### config.mk
export PLATFORM = sky130hd
export DESIGN_NAME = fan_tach_timer
export DESIGN_NICKNAME = d
export VERILOG_FILES = /design/src/rtl/ftt_pkg.sv /design/src/rtl/ftt_edge_sync.sv /design/src/rtl/ftt_prescaler.sv /design/src/rtl/ftt_count_core.sv /design/src/rtl/fan_tach_timer.sv
export SDC_FILE = /design/constraint.sdc
export NUM_CORES = 1
export LEC_CHECK = 0
export ABC_AREA = 1
export BUFFER_PORTS_ARGS = -buffer_cell sky130_fd_sc_hd__buf_2
export CAP_MARGIN = 10
export CORE_MARGIN = 2
export CORE_UTILIZATION = 30
export CTS_CLUSTER_DIAMETER = 60
export DETAILED_ROUTE_END_ITERATION = 16
export GPL_ROUTABILITY_DRIVEN = 0
export PLACE_DENSITY = 0.49
export SLEW_MARGIN = 20
export SYNTH_ARGS = -nofsm -noshare
export SYNTH_HDL_FRONTEND = slang
export SYNTH_SLANG_ARGS = --single-unit
### constraint.sdc
create_clock -name clk -period 4.8 [get_ports clk]
set_input_delay 0.24 -clock clk [delete_from_list [all_inputs] [get_ports clk]]
set_output_delay 0.24 -clock clk [all_outputs]
set_load 0.02 [all_outputs]
### src/rtl/ftt_pkg.sv
package ftt_pkg;
  localparam int AW = 4;

  localparam logic [AW-1:0] OFS_COUNT = 4'h0;
  localparam logic [AW-1:0] OFS_CAPT  = 4'h2;
  localparam logic [AW-1:0] OFS_LIMIT = 4'h4;
  localparam logic [AW-1:0] OFS_DIV   = 4'h6;
  localparam logic [AW-1:0] OFS_CTRL  = 4'h8;
  localparam logic [AW-1:0] OFS_PEND  = 4'hA;
  localparam logic [AW-1:0] OFS_ACK   = 4'hC;
  localparam logic [AW-1:0] OFS_MASK  = 4'hE;

  localparam int PEND_CAPT_BIT = 0;
  localparam int PEND_TMO_BIT  = 4;
endpackage

### src/rtl/ftt_edge_sync.sv
module ftt_edge_sync #(
  parameter int STAGES = 2
) (
  input  logic clk,
  input  logic rst,
  input  logic async_in,
  output logic rise_o
);
  localparam int LAST = STAGES - 1;

  // sh[LAST:0] is the synchroniser chain, sh[STAGES] the previous sample
  logic [STAGES:0] sh;

  always_ff @(posedge clk) begin
    if (rst) sh <= '0;
    else     sh <= {sh[STAGES-1:0], async_in};
  end

  assign rise_o = sh[LAST] & ~sh[STAGES];
endmodule

### src/rtl/ftt_prescaler.sv
module ftt_prescaler #(
  parameter int PW = 8
) (
  input  logic          clk,
  input  logic          rst,
  input  logic          run,
  input  logic          restart,
  input  logic [PW-1:0] div,
  output logic          tick_o
);
  logic [PW-1:0] pcnt;

  assign tick_o = run && (pcnt == div);

  always_ff @(posedge clk) begin
    if (rst || !run || restart || tick_o) pcnt <= '0;
    else                                  pcnt <= pcnt + 1'b1;
  end


  tick_restart_chk: assert property (@(posedge clk) disable iff (rst)
    tick_o |=> (pcnt == '0));
endmodule

### src/rtl/ftt_count_core.sv
module ftt_count_core #(
  parameter int CW = 16
) (
  input  logic            clk,
  input  logic            rst,
  input  logic            run,
  input  logic            tick,
  input  logic            edge_in,
  input  logic            wr_cnt,
  input  logic            wr_cap,
  input  logic            wr_lim,
  input  logic [CW/8-1:0] be,
  input  logic [CW-1:0]   wdata,
  output logic [CW-1:0]   cnt_o,
  output logic [CW-1:0]   cap_o,
  output logic [CW-1:0]   lim_o,
  output logic            cap_evt_o,
  output logic            tmo_evt_o
);
  localparam int NLANE = CW / 8;
  localparam logic [CW-1:0] TOP = '1;

  logic [CW-1:0] cnt_q, cap_q, lim_q;
  logic [CW-1:0] cnt_m, cap_m, lim_m;
  logic [CW-1:0] cnt_dec;

  for (genvar l = 0; l < NLANE; l++) begin : g_lane
    assign cnt_m[l*8 +: 8] = be[l] ? wdata[l*8 +: 8] : cnt_q[l*8 +: 8];
    assign cap_m[l*8 +: 8] = be[l] ? wdata[l*8 +: 8] : cap_q[l*8 +: 8];
    assign lim_m[l*8 +: 8] = be[l] ? wdata[l*8 +: 8] : lim_q[l*8 +: 8];
  end

  assign cnt_dec   = cnt_q - 1'b1;
  assign cap_evt_o = run && edge_in;
  assign tmo_evt_o = run && tick && !cap_evt_o && (cnt_q != '0) && (cnt_dec == lim_q);

  always_ff @(posedge clk) begin
    if (rst) begin
      cnt_q <= TOP;
      cap_q <= TOP;
      lim_q <= '0;
    end else begin
      if (wr_cnt)                      cnt_q <= cnt_m;
      else if (cap_evt_o)              cnt_q <= TOP;
      else if (tick && cnt_q != '0)    cnt_q <= cnt_dec;

      if (wr_cap)                      cap_q <= cap_m;
      else if (cap_evt_o)              cap_q <= cnt_q;

      if (wr_lim)                      lim_q <= lim_m;
    end
  end

  assign cnt_o = cnt_q;
  assign cap_o = cap_q;
  assign lim_o = lim_q;


  capture_reload_chk: assert property (@(posedge clk) disable iff (rst)
    (cap_evt_o && !wr_cnt) |=> (cnt_q == TOP));

  stop_hold_chk: assert property (@(posedge clk) disable iff (rst)
    (!run && !wr_cnt) |=> $stable(cnt_q));

  stop_nocap_chk: assert property (@(posedge clk) disable iff (rst)
    !run |-> !cap_evt_o);

  floor_stop_chk: assert property (@(posedge clk) disable iff (rst)
    (cnt_q == '0 && !wr_cnt && !cap_evt_o) |=> (cnt_q == '0));
endmodule

### src/rtl/fan_tach_timer.sv
module fan_tach_timer
  import ftt_pkg::*;
#(
  parameter int CW          = 16,
  parameter int PW          = 8,
  parameter int NPEND       = 6,
  parameter int SYNC_STAGES = 2
) (
  input  logic            clk,
  input  logic            rst,
  input  logic            bus_wr,
  input  logic            bus_rd,
  input  logic [AW-1:0]   bus_addr,
  input  logic [CW/8-1:0] bus_be,
  input  logic [CW-1:0]   bus_wdata,
  output logic [CW-1:0]   bus_rdata,
  input  logic            tach_in,
  output logic            irq_o
);
  logic [PW-1:0]    div_q;
  logic             run_q;
  logic [NPEND-1:0] pend_q, mask_q, pend_set, pend_clr;
  logic             rise, tick, cap_evt, tmo_evt;
  logic [CW-1:0]    cnt, cap, lim;
  logic             wr_cnt, wr_cap, wr_lim;

  assign wr_cnt = bus_wr && (bus_addr == OFS_COUNT);
  assign wr_cap = bus_wr && (bus_addr == OFS_CAPT);
  assign wr_lim = bus_wr && (bus_addr == OFS_LIMIT);

  ftt_edge_sync #(.STAGES(SYNC_STAGES)) u_sync (
    .clk(clk), .rst(rst), .async_in(tach_in), .rise_o(rise)
  );

  ftt_prescaler #(.PW(PW)) u_presc (
    .clk(clk), .rst(rst), .run(run_q), .restart(cap_evt), .div(div_q), .tick_o(tick)
  );

  ftt_count_core #(.CW(CW)) u_core (
    .clk(clk), .rst(rst), .run(run_q), .tick(tick), .edge_in(rise),
    .wr_cnt(wr_cnt), .wr_cap(wr_cap), .wr_lim(wr_lim),
    .be(bus_be), .wdata(bus_wdata),
    .cnt_o(cnt), .cap_o(cap), .lim_o(lim),
    .cap_evt_o(cap_evt), .tmo_evt_o(tmo_evt)
  );

  always_comb begin
    pend_set = '0;
    pend_set[PEND_CAPT_BIT] = cap_evt;
    pend_set[PEND_TMO_BIT]  = tmo_evt;
    pend_clr = (bus_wr && bus_addr == OFS_ACK && bus_be[0]) ? bus_wdata[NPEND-1:0] : '0;
  end

  always_ff @(posedge clk) begin
    if (rst) begin
      div_q  <= '0;
      run_q  <= 1'b0;
      mask_q <= '0;
      pend_q <= '0;
      irq_o  <= 1'b0;
    end else begin
      if (bus_wr && bus_be[0]) begin
        if (bus_addr == OFS_DIV)  div_q  <= bus_wdata[PW-1:0];
        if (bus_addr == OFS_CTRL) run_q  <= bus_wdata[0];
        if (bus_addr == OFS_MASK) mask_q <= bus_wdata[NPEND-1:0];
      end
      pend_q <= (pend_q & ~pend_clr) | pend_set;
      irq_o  <= |(pend_q & mask_q);
    end
  end

  always_ff @(posedge clk) begin
    if (rst) bus_rdata <= '0;
    else if (bus_rd) begin
      case (bus_addr)
        OFS_COUNT: bus_rdata <= cnt;
        OFS_CAPT:  bus_rdata <= cap;
        OFS_LIMIT: bus_rdata <= lim;
        OFS_DIV:   bus_rdata <= CW'(div_q);
        OFS_CTRL:  bus_rdata <= CW'(run_q);
        OFS_PEND:  bus_rdata <= CW'(pend_q);
        OFS_MASK:  bus_rdata <= CW'(mask_q);
        default:   bus_rdata <= '0;
      endcase
    end
  end


  irq_quiet_chk: assert property (@(posedge clk) disable iff (rst)
    ($past(pend_q) == '0) |-> !irq_o);

  set_wins_chk: assert property (@(posedge clk) disable iff (rst)
    cap_evt |=> pend_q[PEND_CAPT_BIT]);

  tmo_flag_chk: assert property (@(posedge clk) disable iff (rst)
    tmo_evt |=> pend_q[PEND_TMO_BIT]);
endmodule

==> results of run 1 <==
-- registers in the layout, summed over array words and instances, names as in the netlist --
| name | cells |
|---|---|
| div_q | 8 |
| irq_o | 1 |
| u_core.lim_o | 16 |
| u_sync.sh | 3 |
| u_core.cnt_o | 16 |
| u_core.cap_o | 16 |
| mask_q | 6 |
| run_q | 1 |
| bus_rdata | 16 |
| pend_q | 6 |
| u_presc.pcnt | 8 |
-- cell usage after synthesis --
cell type	n	area, µm²
nand3_1	73	365
o211ai_2	5	62.6
nand3_2	3	30.0
nor2_1	46	173
nand4_2	1	12.5
a31oi_1	1	6.26
a21oi_1	50	250
o221ai_1	20	175
nand2_2	8	50.1
nand2_4	2	22.5
nor2_8	2	40.0
nand4_1	5	31.3
o21ai_0	49	245
a221oi_1	1	8.76
or2_2	1	6.26
nand2_1	192	721
o22ai_1	10	62.6
buf_2	6	30.0
nor3b_1	1	7.51
o21ai_1	3	15.0
nor3_1	1	5.00
inv_2	5	18.8
dfxtp_1	97	1940
buf_6	3	33.8
ha_1	2	25.0
o31ai_1	6	45.0
nor2_4	4	45.0
and2_1	1	6.26
nor2_2	6	37.5
o211ai_1	25	188
xor2_1	5	43.8
buf_1	2	7.51
o2111ai_1	1	8.76
inv_1	93	349
clkbuf_1	17	63.8
a21oi_2	1	8.76
-- stage by stage --
| stage | cell area [µm²] | power, mW |
|---|---|---|
| 6_report | 5780 | 1.68 |
| 5_1_grt | 5780 | 1.75 |
| 4_1_cts | 5780 | 1.70 |
| 3_5_place_dp | 5510 | 0.982 |
| 3_3_place_gp | 5510 | 0.984 |
| 2_1_floorplan | 5140 | 0.927 |
-- metal layers --
metal	part of all wire, %	vias to the layer above	wire (µm)	GRT usage (%)
li1	-	2556	-	-
met1	46	2379	7740	25.2
met2	48	109	8040	32.2
met3	3.7	21	629	3.87
met4	2.7	0	451	6.49
met5	0	-	0	0
-- placed cells by master (no fill, tap or decap), drive strengths merged --
master and n:
clkinv 3, o21ai 52, o2111ai 1, o211ai 30, a221oi 1, and2 1
o22ai 10, nor3 1, o221ai 20, or2 1, ha 2, buf 44
nor3b 1, inv 98, nand2 202, o31ai 6, nor2 58, dfxtp 97
xor2 5, a21oi 51, a31oi 1, bufinv 1, clkbuf 11, nand3 76
nand4 6
-- layout make-up --
| cell class | instances | area share (%) |
|---|---|---|
| clock buffers | 11 | 4.02 |
| clock inverters | 4 | 0.779 |
| inverters | 98 | 6.36 |
| multi-input cells | 525 | 46.6 |
| flip-flops and latches | 97 | 33.6 |
| well taps | 220 | 4.76 |
| repair buffers | 44 | 3.85 |
-- final timing paths --
| kind | start | to | cells after the start |
|---|---|---|---|
| min | tach_in | u_sync.sh[0] | 3 |
| max | bus_addr[3] | u_core.cnt_o[0] | 8 |
| min reg2reg | u_sync.sh[0] | u_sync.sh[1] | 2 |
| max reg2reg | u_core.cnt_o[0] | u_core.cnt_o[15] | 12 |
-- logic make-up after synthesis --
family	synth area share, %
DFF	37.8
and+or+nand+nor	30.2
adders and majority gates	0.487
AOI/OAI and AO/OA	20.9
xor gates and xnor gates	0.852
buffers and inverters	9.78
-- critical path: cells and delay by family --
family          cells  cell delay, ns
simple gates        5            1.10
compound gates      1            0.34
buf+inv             2            0.79
-- where the power goes --
part / switching [mW] / internal [mW] / total (mW) / leakage (nW)
clock network: 0.320 / 0.399 / 0.720 / 0.139
logic: 0.0953 / 0.0377 / 0.133 / 1.59
registers: 0.0122 / 0.819 / 0.831 / 0.785
==> impl_metrics.env, run 1 <==
export IMPL_outcome="completed"
export IMPL_power_leakage_nw=2.51
export IMPL_post_cts_buffers=0
export IMPL_die_w_um=135
export IMPL_grt_pass1_vias=4838
export IMPL_crit_path_frequent_cell="nor2_1"
export IMPL_hold_path_class="in2reg"
export IMPL_drc=0
export IMPL_hpwl_um=12600
export IMPL_regArea_um2=1940
export IMPL_cts_htree_levels=3
export IMPL_synth_nets=777
export IMPL_drive_above_1_share_pct=12.3
export IMPL_ys_seq_area_share_pct=37.8
export IMPL_tightestPinTransition_ns=0.864
export IMPL_cts_hold_buf=0
export IMPL_startpoint_type="input pin"
export IMPL_dp_slack_ns=2.24
export IMPL_syn2layout_area_growth_pct=12.5
export IMPL_clk_latency_ns=0.36
export IMPL_ys_types=36
export IMPL_dpl_cell_count=984
export IMPL_fillerInstances=1833
export IMPL_drv_cap=0
export IMPL_cellPowerDensity_nw_per_um2=291
export IMPL_crit_fanout=23
export IMPL_report_final_setup_viol=0
export IMPL_finalSetupTns_ns=0
export IMPL_nNetsFinal=804
export IMPL_final_cells=999
export IMPL_grt_start_max_net_pins=39
export IMPL_fin_crit_sh_pct=46.9
export IMPL_antenna_cells=0
export IMPL_rrSetupSlack_ns=2.65
export IMPL_tritoncts="done"
export IMPL_antenna_found_initial=0
export IMPL_drt_iter0_drc=326
export IMPL_top_level_ports=44
export IMPL_synth_area_per_cell_um2=6.87
export IMPL_ant_nets=0
export IMPL_hold_viol_final=0
export IMPL_initial_utilization_pct=30.9
export IMPL_num_rows=47
export IMPL_arrival_ns=2.48
export IMPL_hold_worst_slack_ns=0.113
export IMPL_cts_resized=0
export IMPL_cpPeakStageDelay_ns=0.65
export IMPL_finalClockSkew_ns=0.00692
export IMPL_worstSetupPathType="in2reg"
export IMPL_drt_first_pass_iters=5
export IMPL_final_util_pct=34.7
export IMPL_port_buffers=43
export IMPL_dieArea_um2=18200
export IMPL_worstPathCellList="buf_2 > nor2_1 > nand2_2 > nor2_1 > inv_1 > nand2_1 > o221ai_1 > nand3_1"
export IMPL_cp_slowest_cell="inv_1"
export IMPL_vias_per_cell=5.07
export IMPL_grt_pass1_wl_um=26900
export IMPL_track_usage_pct=19.4
export IMPL_slew_violations=0
export IMPL_cts_buffer_depth=2
export IMPL_multi_input_area_um2=2700
export IMPL_maxSlewHeadroom_pct=42.3
export IMPL_avgRoutedWirePerCell_um=16.9
export IMPL_worst_ep_required_time_ns=5.02
export IMPL_core_area_um2=16600
export IMPL_clkSlewWorstSetupHoldPaths_ns=0.06
export IMPL_end_kind="register"
export IMPL_finalWirelength_um=16900
export IMPL_vdd_drop_max_uv=201
export IMPL_fp_dieH_um=135
export IMPL_cts_sinks=97
export IMPL_netlist_instances=748
export IMPL_synth_area_um2=5140
export IMPL_clock_fmax_ghz=0.444
export IMPL_via_count=5065
export IMPL_yosysWarnings=0
export IMPL_period_minus_slack_ns=2.25
export IMPL_cts_root_buffer="clkbuf_16"
export IMPL_ys_seq_elements=97
export IMPL_setup_slack_ns=2.55
export IMPL_rsz0062_at_grt="no"
export IMPL_grt_overflow_total=0
export IMPL_numCtsBuffers=9
(Power assumes the default switching activity.)
==> run 2: changes to the inputs <==
==> constraint.sdc (replaced) <==
create_clock -name clk -period 2.25 [get_ports clk]
set_input_delay 0.1125 -clock clk [delete_from_list [all_inputs] [get_ports clk]]
set_output_delay 0.1125 -clock clk [all_outputs]
set_load 0.02 [all_outputs]
==> run 2 against run 1 <==
Worst hold slack got worse by 0.073 ns. Die area stayed put. Non-clock buffer count rose by 15. Clock skew barely moved. Combinational power is 130% higher. Clock power is 140% higher. Via count down 0.43%. Sequential share of layout area fell by 0.95 points. Final area up 2.9%. Register-to-register slack worse by 2.4 ns. Global-route usage fell by 0.33 points. Sequential power rose by 110%. Critical path type is now reg2reg. Critical endpoint is now u_core.cnt_o[15]. Largest cell class unchanged.
==> impl_metrics.env, run 2 (synthesis results as in run 1) <==
export IMPL_crit_path_frequent_cell="nand2_1"
export IMPL_cts_resized=0
export IMPL_drv_cap=0
export IMPL_grt_overflow_total=0
export IMPL_avgRoutedWirePerCell_um=16.9
export IMPL_crit_fanout=12
export IMPL_clkSlewWorstSetupHoldPaths_ns=0.07
export IMPL_path_delay_family="simple AND/OR/NAND/NOR gates"
export IMPL_num_rows=47
export IMPL_ant_nets=0
export IMPL_cts_sinks=97
export IMPL_switchingPower_uw=955
export IMPL_power_frac_seq_pct=47.0
export IMPL_antenna_found_initial=0
export IMPL_final_cell_mix="192 x nand2_1, 97 x dfxtp_1, 92 x inv_1"
export IMPL_top_level_ports=44
export IMPL_worst_path_buf_inv=2
export IMPL_post_cts_buffers=0
export IMPL_cts_root_buffer="clkbuf_16"
export IMPL_rsz0062_at_grt="no"
export IMPL_worst_ep_required_time_ns=2.49
export IMPL_drt_first_pass_iters=5
export IMPL_dieArea_um2=18200
export IMPL_tritoncts="done"
export IMPL_cts_buffer_depth=2
export IMPL_track_usage_pct=19.1
export IMPL_clock_fmax_ghz=0.512
export IMPL_drt_iter0_drc=288
export IMPL_p_clk_share_pct=45.0
export IMPL_end_kind="register"
export IMPL_fin_crit_sh_pct=86.8
export IMPL_clk_latency_ns=0.36
export IMPL_layout_commonest_cell="nand2_1"
export IMPL_worstSetupPathType="reg2reg"
export IMPL_hold_viol_final=0
export IMPL_period_minus_slack_ns=1.95
export IMPL_maxSlewHeadroom_pct=52.5
export IMPL_finalClockSkew_ns=0.00708
export IMPL_startpoint_type="register"
export IMPL_grt_pass1_wl_um=26200
export IMPL_power_leakage_nw=2.60
export IMPL_core_area_um2=16600
export IMPL_fp_dieH_um=135
export IMPL_grt_start_max_net_pins=41
export IMPL_cts_htree_levels=3
export IMPL_cp_slowest_cell="dfxtp_1"
export IMPL_grt_pass1_vias=4659
export IMPL_hold_worst_slack_ns=0.0397
export IMPL_hpwl_um=12900
export IMPL_swShare_pct=25.3
export IMPL_vdd_drop_max_uv=390
export IMPL_numCtsBuffers=9
export IMPL_finalWirelength_um=17100
export IMPL_syn2layout_area_growth_pct=15.7
export IMPL_comb_power_share_pct=8.0
export IMPL_finalSetupTns_ns=0
export IMPL_worstPathCellList="inv_2 > ha_1 > nand2_4 > nor2_8 > nand4_2 > nand2_1 > nand2_1 > nand2_2 > nand2_2 > inv_1 > nand2_1 > nand3_1"
export IMPL_port_buffers=43
export IMPL_hold_path_class="in2reg"
export IMPL_drc=0
export IMPL_vias_per_cell=4.97
export IMPL_tightestPinTransition_ns=0.711
export IMPL_initial_utilization_pct=30.9
export IMPL_outcome="completed"
export IMPL_via_count=5043
export IMPL_nNetsFinal=819
export IMPL_antenna_cells=0
export IMPL_cellPowerDensity_nw_per_um2=633
export IMPL_drive_above_1_share_pct=14.2
export IMPL_die_w_um=135
export IMPL_slew_violations=0
export IMPL_intPower_mw=2.81
export IMPL_cts_hold_buf=1
export IMPL_arrival_ns=2.19
export IMPL_report_final_setup_viol=0
export IMPL_cpPeakStageDelay_ns=0.41
-- run 2: cell count changes in the layout (fill, tap and decap cells not counted), sizes merged --
cell         change
buf             +14
clkbuf           -2
clkinvlp         +2
bufinv           +1
clkinv           -1
dlygate4sd3      +1
inv              +1
-- run 2: worst paths after layout --
kind	startpoint	depth (start not counted)	slack (ns)	to
min reg2reg	u_sync.sh[0]	2	0.42	u_sync.sh[1]
min	bus_wdata[10]	3	0.04	u_core.cnt_o[10]
max reg2reg	u_core.cnt_o[0]	12	0.30	u_core.cnt_o[15]
max	u_core.cnt_o[0]	12	0.30	u_core.cnt_o[15]
-- run 2: layout make-up --
cell class              count  area, µm²
multi-input cells         525       2700
well taps                 220        275
fillers                  1844      10700
flip-flops and latches     97       1940
clock buffers               9        225
repair buffers             59        350
clock inverters             7       93.8
inverters                  98        368
-- run 2: per-layer routing --
layer / wire length, µm / GRT usage, % / part of all wire (%) / vias to the layer above
li1: - / - / - / 2593
met1: 7990 / 25.1 / 47 / 2325
met2: 8120 / 32.0 / 47 / 100
met3: 592 / 3.19 / 3.5 / 25
met4: 395 / 5.85 / 2.3 / 0
met5: 0 / 0 / 0 / -
-- run 2: worst reg2reg max path, stage by stage (launching register included) --
cell and delay, ns:
dfxtp_1 0.41, inv_2 0.11, ha_1 0.27, nand2_4 0.15, nor2_8 0.06, nand4_2 0.07
nand2_1 0.05, nand2_1 0.08, nand2_2 0.07, nand2_2 0.24, inv_1 0.17, nand2_1 0.09
nand3_1 0.07
-- run 2: through the flow --
| stage | util (%) | std cells | setup slack [ns] | instance area [µm²] | power (mW) |
|---|---|---|---|---|---|
| final | 35.8 | 1015 | 0.297 | 5950 | 3.77 |
| after global routing | 35.8 | 1015 | 0.136 | 5950 | 3.90 |
| after CTS | 35.8 | 1015 | 0.311 | 5950 | 3.80 |
| after detailed placement | 33.8 | 998 | 0.322 | 5620 | 2.11 |
| after global placement | 33.8 | 998 | 0.357 | 5620 | 2.11 |
| after floorplan | - | 748 | 0.576 | 5140 | 1.98 |
-- run 2: power by group through the flow --
stage | logic [mW] | clock network, mW | registers [mW]
final | 0.300 | 1.70 | 1.77
after global routing | 0.329 | 1.79 | 1.77
after CTS | 0.301 | 1.73 | 1.77
after detailed placement | 0.299 | 0 | 1.81
after global placement | 0.300 | 0 | 1.81
after floorplan | 0.164 | 0 | 1.81
==> run 3: changes to the inputs <==
--- a/config.mk
+++ b/config.mk
@@ -9,11 +9,11 @@
 export BUFFER_PORTS_ARGS = -buffer_cell sky130_fd_sc_hd__buf_2
 export CAP_MARGIN = 10
 export CORE_MARGIN = 2
-export CORE_UTILIZATION = 30
+export CORE_UTILIZATION = 55
 export CTS_CLUSTER_DIAMETER = 60
 export DETAILED_ROUTE_END_ITERATION = 16
 export GPL_ROUTABILITY_DRIVEN = 0
-export PLACE_DENSITY = 0.49
+export PLACE_DENSITY = 0.77
 export SLEW_MARGIN = 20
 export SYNTH_ARGS = -nofsm -noshare
 export SYNTH_HDL_FRONTEND = slang
==> run 3 against run 2 <==
Core utilization increased by 26 points. Register-to-register slack got worse by 0.03 ns. Sequential share of layout area is 1.8 points higher. Final cell count shrank 11%. Critical path depth unchanged. Maximum frequency shrank 1.3%. Clock-buffer cell count up 1. Sequential power about the same. Worst hold slack got worse by 0.0051 ns. Die area decreased by 44%. Total power is 15% lower. Largest power group unchanged. Highest routed layer unchanged.
==> impl_metrics.env, run 3 (synthesis results as in run 1) <==
export IMPL_outcome="completed"
export IMPL_final_cell_mix="192 x nand2_1, 97 x dfxtp_1, 92 x inv_1"
export IMPL_clk_latency_ns=0.37
export IMPL_hold_path_class="in2reg"
export IMPL_finalWirelength_um=15200
export IMPL_arrival_ns=2.29
export IMPL_end_kind="register"
export IMPL_initial_utilization_pct=56.2
export IMPL_reg2reg_to="u_core.cnt_o[1]"
export IMPL_hpwl_um=11200
export IMPL_placed_cell_area_um2=5430
export IMPL_hold_viol_final=0
export IMPL_fin_crit_sh_pct=87.9
export IMPL_vdd_drop_max_uv=357
export IMPL_clock_fmax_ghz=0.505
export IMPL_cts_buffer_depth=2
export IMPL_worstSetupPathType="reg2reg"
export IMPL_tritoncts="done"
export IMPL_fillerInstances=860
export IMPL_nNetsFinal=812
export IMPL_track_usage_pct=31.3
export IMPL_layout_commonest_cell="nand2_1"
export IMPL_port_buffers=43
export IMPL_tightestPinTransition_ns=0.799
export IMPL_rrSetupSlack_ns=0.27
export IMPL_grt_pass1_vias=5103
export IMPL_power_leakage_nw=2.51
export IMPL_syn2layout_area_growth_pct=9.73
export IMPL_die_w_um=101
export IMPL_antenna_found_initial=0
export IMPL_via_count=5350
export IMPL_finalSetupTns_ns=0
export IMPL_period_minus_slack_ns=1.98
export IMPL_regToRegStartpoint="u_core.cnt_o[0]"
export IMPL_numCtsBuffers=9
export IMPL_dieArea_um2=10100
export IMPL_core_area_um2=9150
export IMPL_worst_ep_required_time_ns=2.56
export IMPL_grt_start_max_net_pins=68
export IMPL_avgRoutedWirePerCell_um=16.9
export IMPL_antenna_cells=0
export IMPL_hold_end="u_core.cnt_o[10]"
export IMPL_top_level_ports=44
export IMPL_rsz0062_at_grt="no"
export IMPL_dp_slack_ns=0.317
export IMPL_final_design_area_no_fill_um2=5640
export IMPL_hold_path_startpoint="bus_wdata[10]"
export IMPL_reg2reg_depth=12
export IMPL_post_cts_buffers=0
export IMPL_report_final_setup_viol=0
export IMPL_finalClockSkew_ns=0.0123
export IMPL_grt_overflow_total=0
export IMPL_final_util_pct=61.7
export IMPL_whs_path_depth=3
export IMPL_startpoint_type="register"
export IMPL_slew_violations=0
export IMPL_drc=0
export IMPL_ant_nets=0
export IMPL_drv_cap=0
export IMPL_clkSlewWorstSetupHoldPaths_ns=0.10
export IMPL_cts_root_buffer="clkbuf_8"
export IMPL_vias_per_cell=5.95
export IMPL_crit_fanout=11
export IMPL_num_rows=35
export IMPL_grt_pass1_wl_um=24900
export IMPL_fp_dieH_um=101
export IMPL_maxSlewHeadroom_pct=46.7
export IMPL_cts_htree_levels=3
export IMPL_cellPowerDensity_nw_per_um2=567
export IMPL_setup_slack_ns=0.271
export IMPL_cts_sinks=97
export IMPL_drive_above_1_share_pct=13.3
export IMPL_drt_first_pass_iters=6
export IMPL_drt_iter0_drc=479
-- run 3: changes by cell type in the layout (fill, tap and decap cells not counted), sizes merged --
cell and change:
buf -7, bufinv -2, clkbuf +1, clkinv +1
clkinvlp -1, inv +1
-- run 3: worst max path at each step --
| stage | startpoint | to | depth (start not counted) |
|---|---|---|---|
| after floorplan | u_core.cnt_o[0] | u_core.cnt_o[4] | 12 |
| after global placement | u_core.cnt_o[0] | u_core.cnt_o[8] | 12 |
| after detailed placement | u_core.cnt_o[0] | u_core.cnt_o[1] | 12 |
| after CTS | u_core.cnt_o[0] | u_core.cnt_o[1] | 12 |
| after global routing | u_core.cnt_o[0] | u_core.cnt_o[2] | 12 |
| final | u_core.cnt_o[0] | u_core.cnt_o[1] | 12 |
-- run 3: power by group --
group	internal, mW	total (mW)	switching, mW
logic	0.0880	0.290	0.202
registers	1.75	1.77	0.0254
clock network	0.460	1.14	0.676
total	2.29	3.20	0.903
-- run 3: layout make-up --
class / instances / area [µm²] / area share (%)
clock buffers: 10 / 138 / 2.44
flip-flops and latches: 97 / 1940 / 34.4
clock inverters: 6 / 61.3 / 1.09
inverters: 98 / 368 / 6.52
well taps: 111 / 139 / 2.46
multi-input cells: 525 / 2700 / 47.8
repair buffers: 52 / 298 / 5.28
-- run 3: per-layer routing --
| layer | vias to the layer above | GRT usage (%) | wire, µm | share of wire (%) |
|---|---|---|---|---|
| met3 | 64 | 4.92 | 1210 | 8.0 |
| met1 | 2455 | 39.5 | 6190 | 41 |
| li1 | 2566 | - | - | - |
| met5 | - | 0 | 0 | 0 |
| met4 | 0 | 15.5 | 739 | 4.9 |
| met2 | 265 | 51.8 | 7090 | 47 |
-- run 3: critical path: stages (launching register included) --
cell and delay [ns]:
dfxtp_1 0.36, inv_2 0.14, ha_1 0.26, nand2_4 0.12
nor2_8 0.15, nand4_2 0.10, nand2_1 0.09, nand2_1 0.06
nand2_2 0.09, nand2_2 0.17, inv_1 0.22, nand2_1 0.08
nand3_1 0.09
-- run 3: repair_timing --
action | 4_1_cts | 5_1_grt
gates resized for setup | 0 | 0
hold endpoints to repair | 1 | 0
hold buffers | 1 | 0
-- run 3: metrics by stage --
stage	total power, mW	std cells	hold slack, ns
finish	3.20	899	0.0346
global route	3.33	899	0.0226
CTS	3.21	899	0.0213
detailed placement	2.09	882	0.324
global placement	2.08	882	0.313
floorplan	1.98	748	0.182
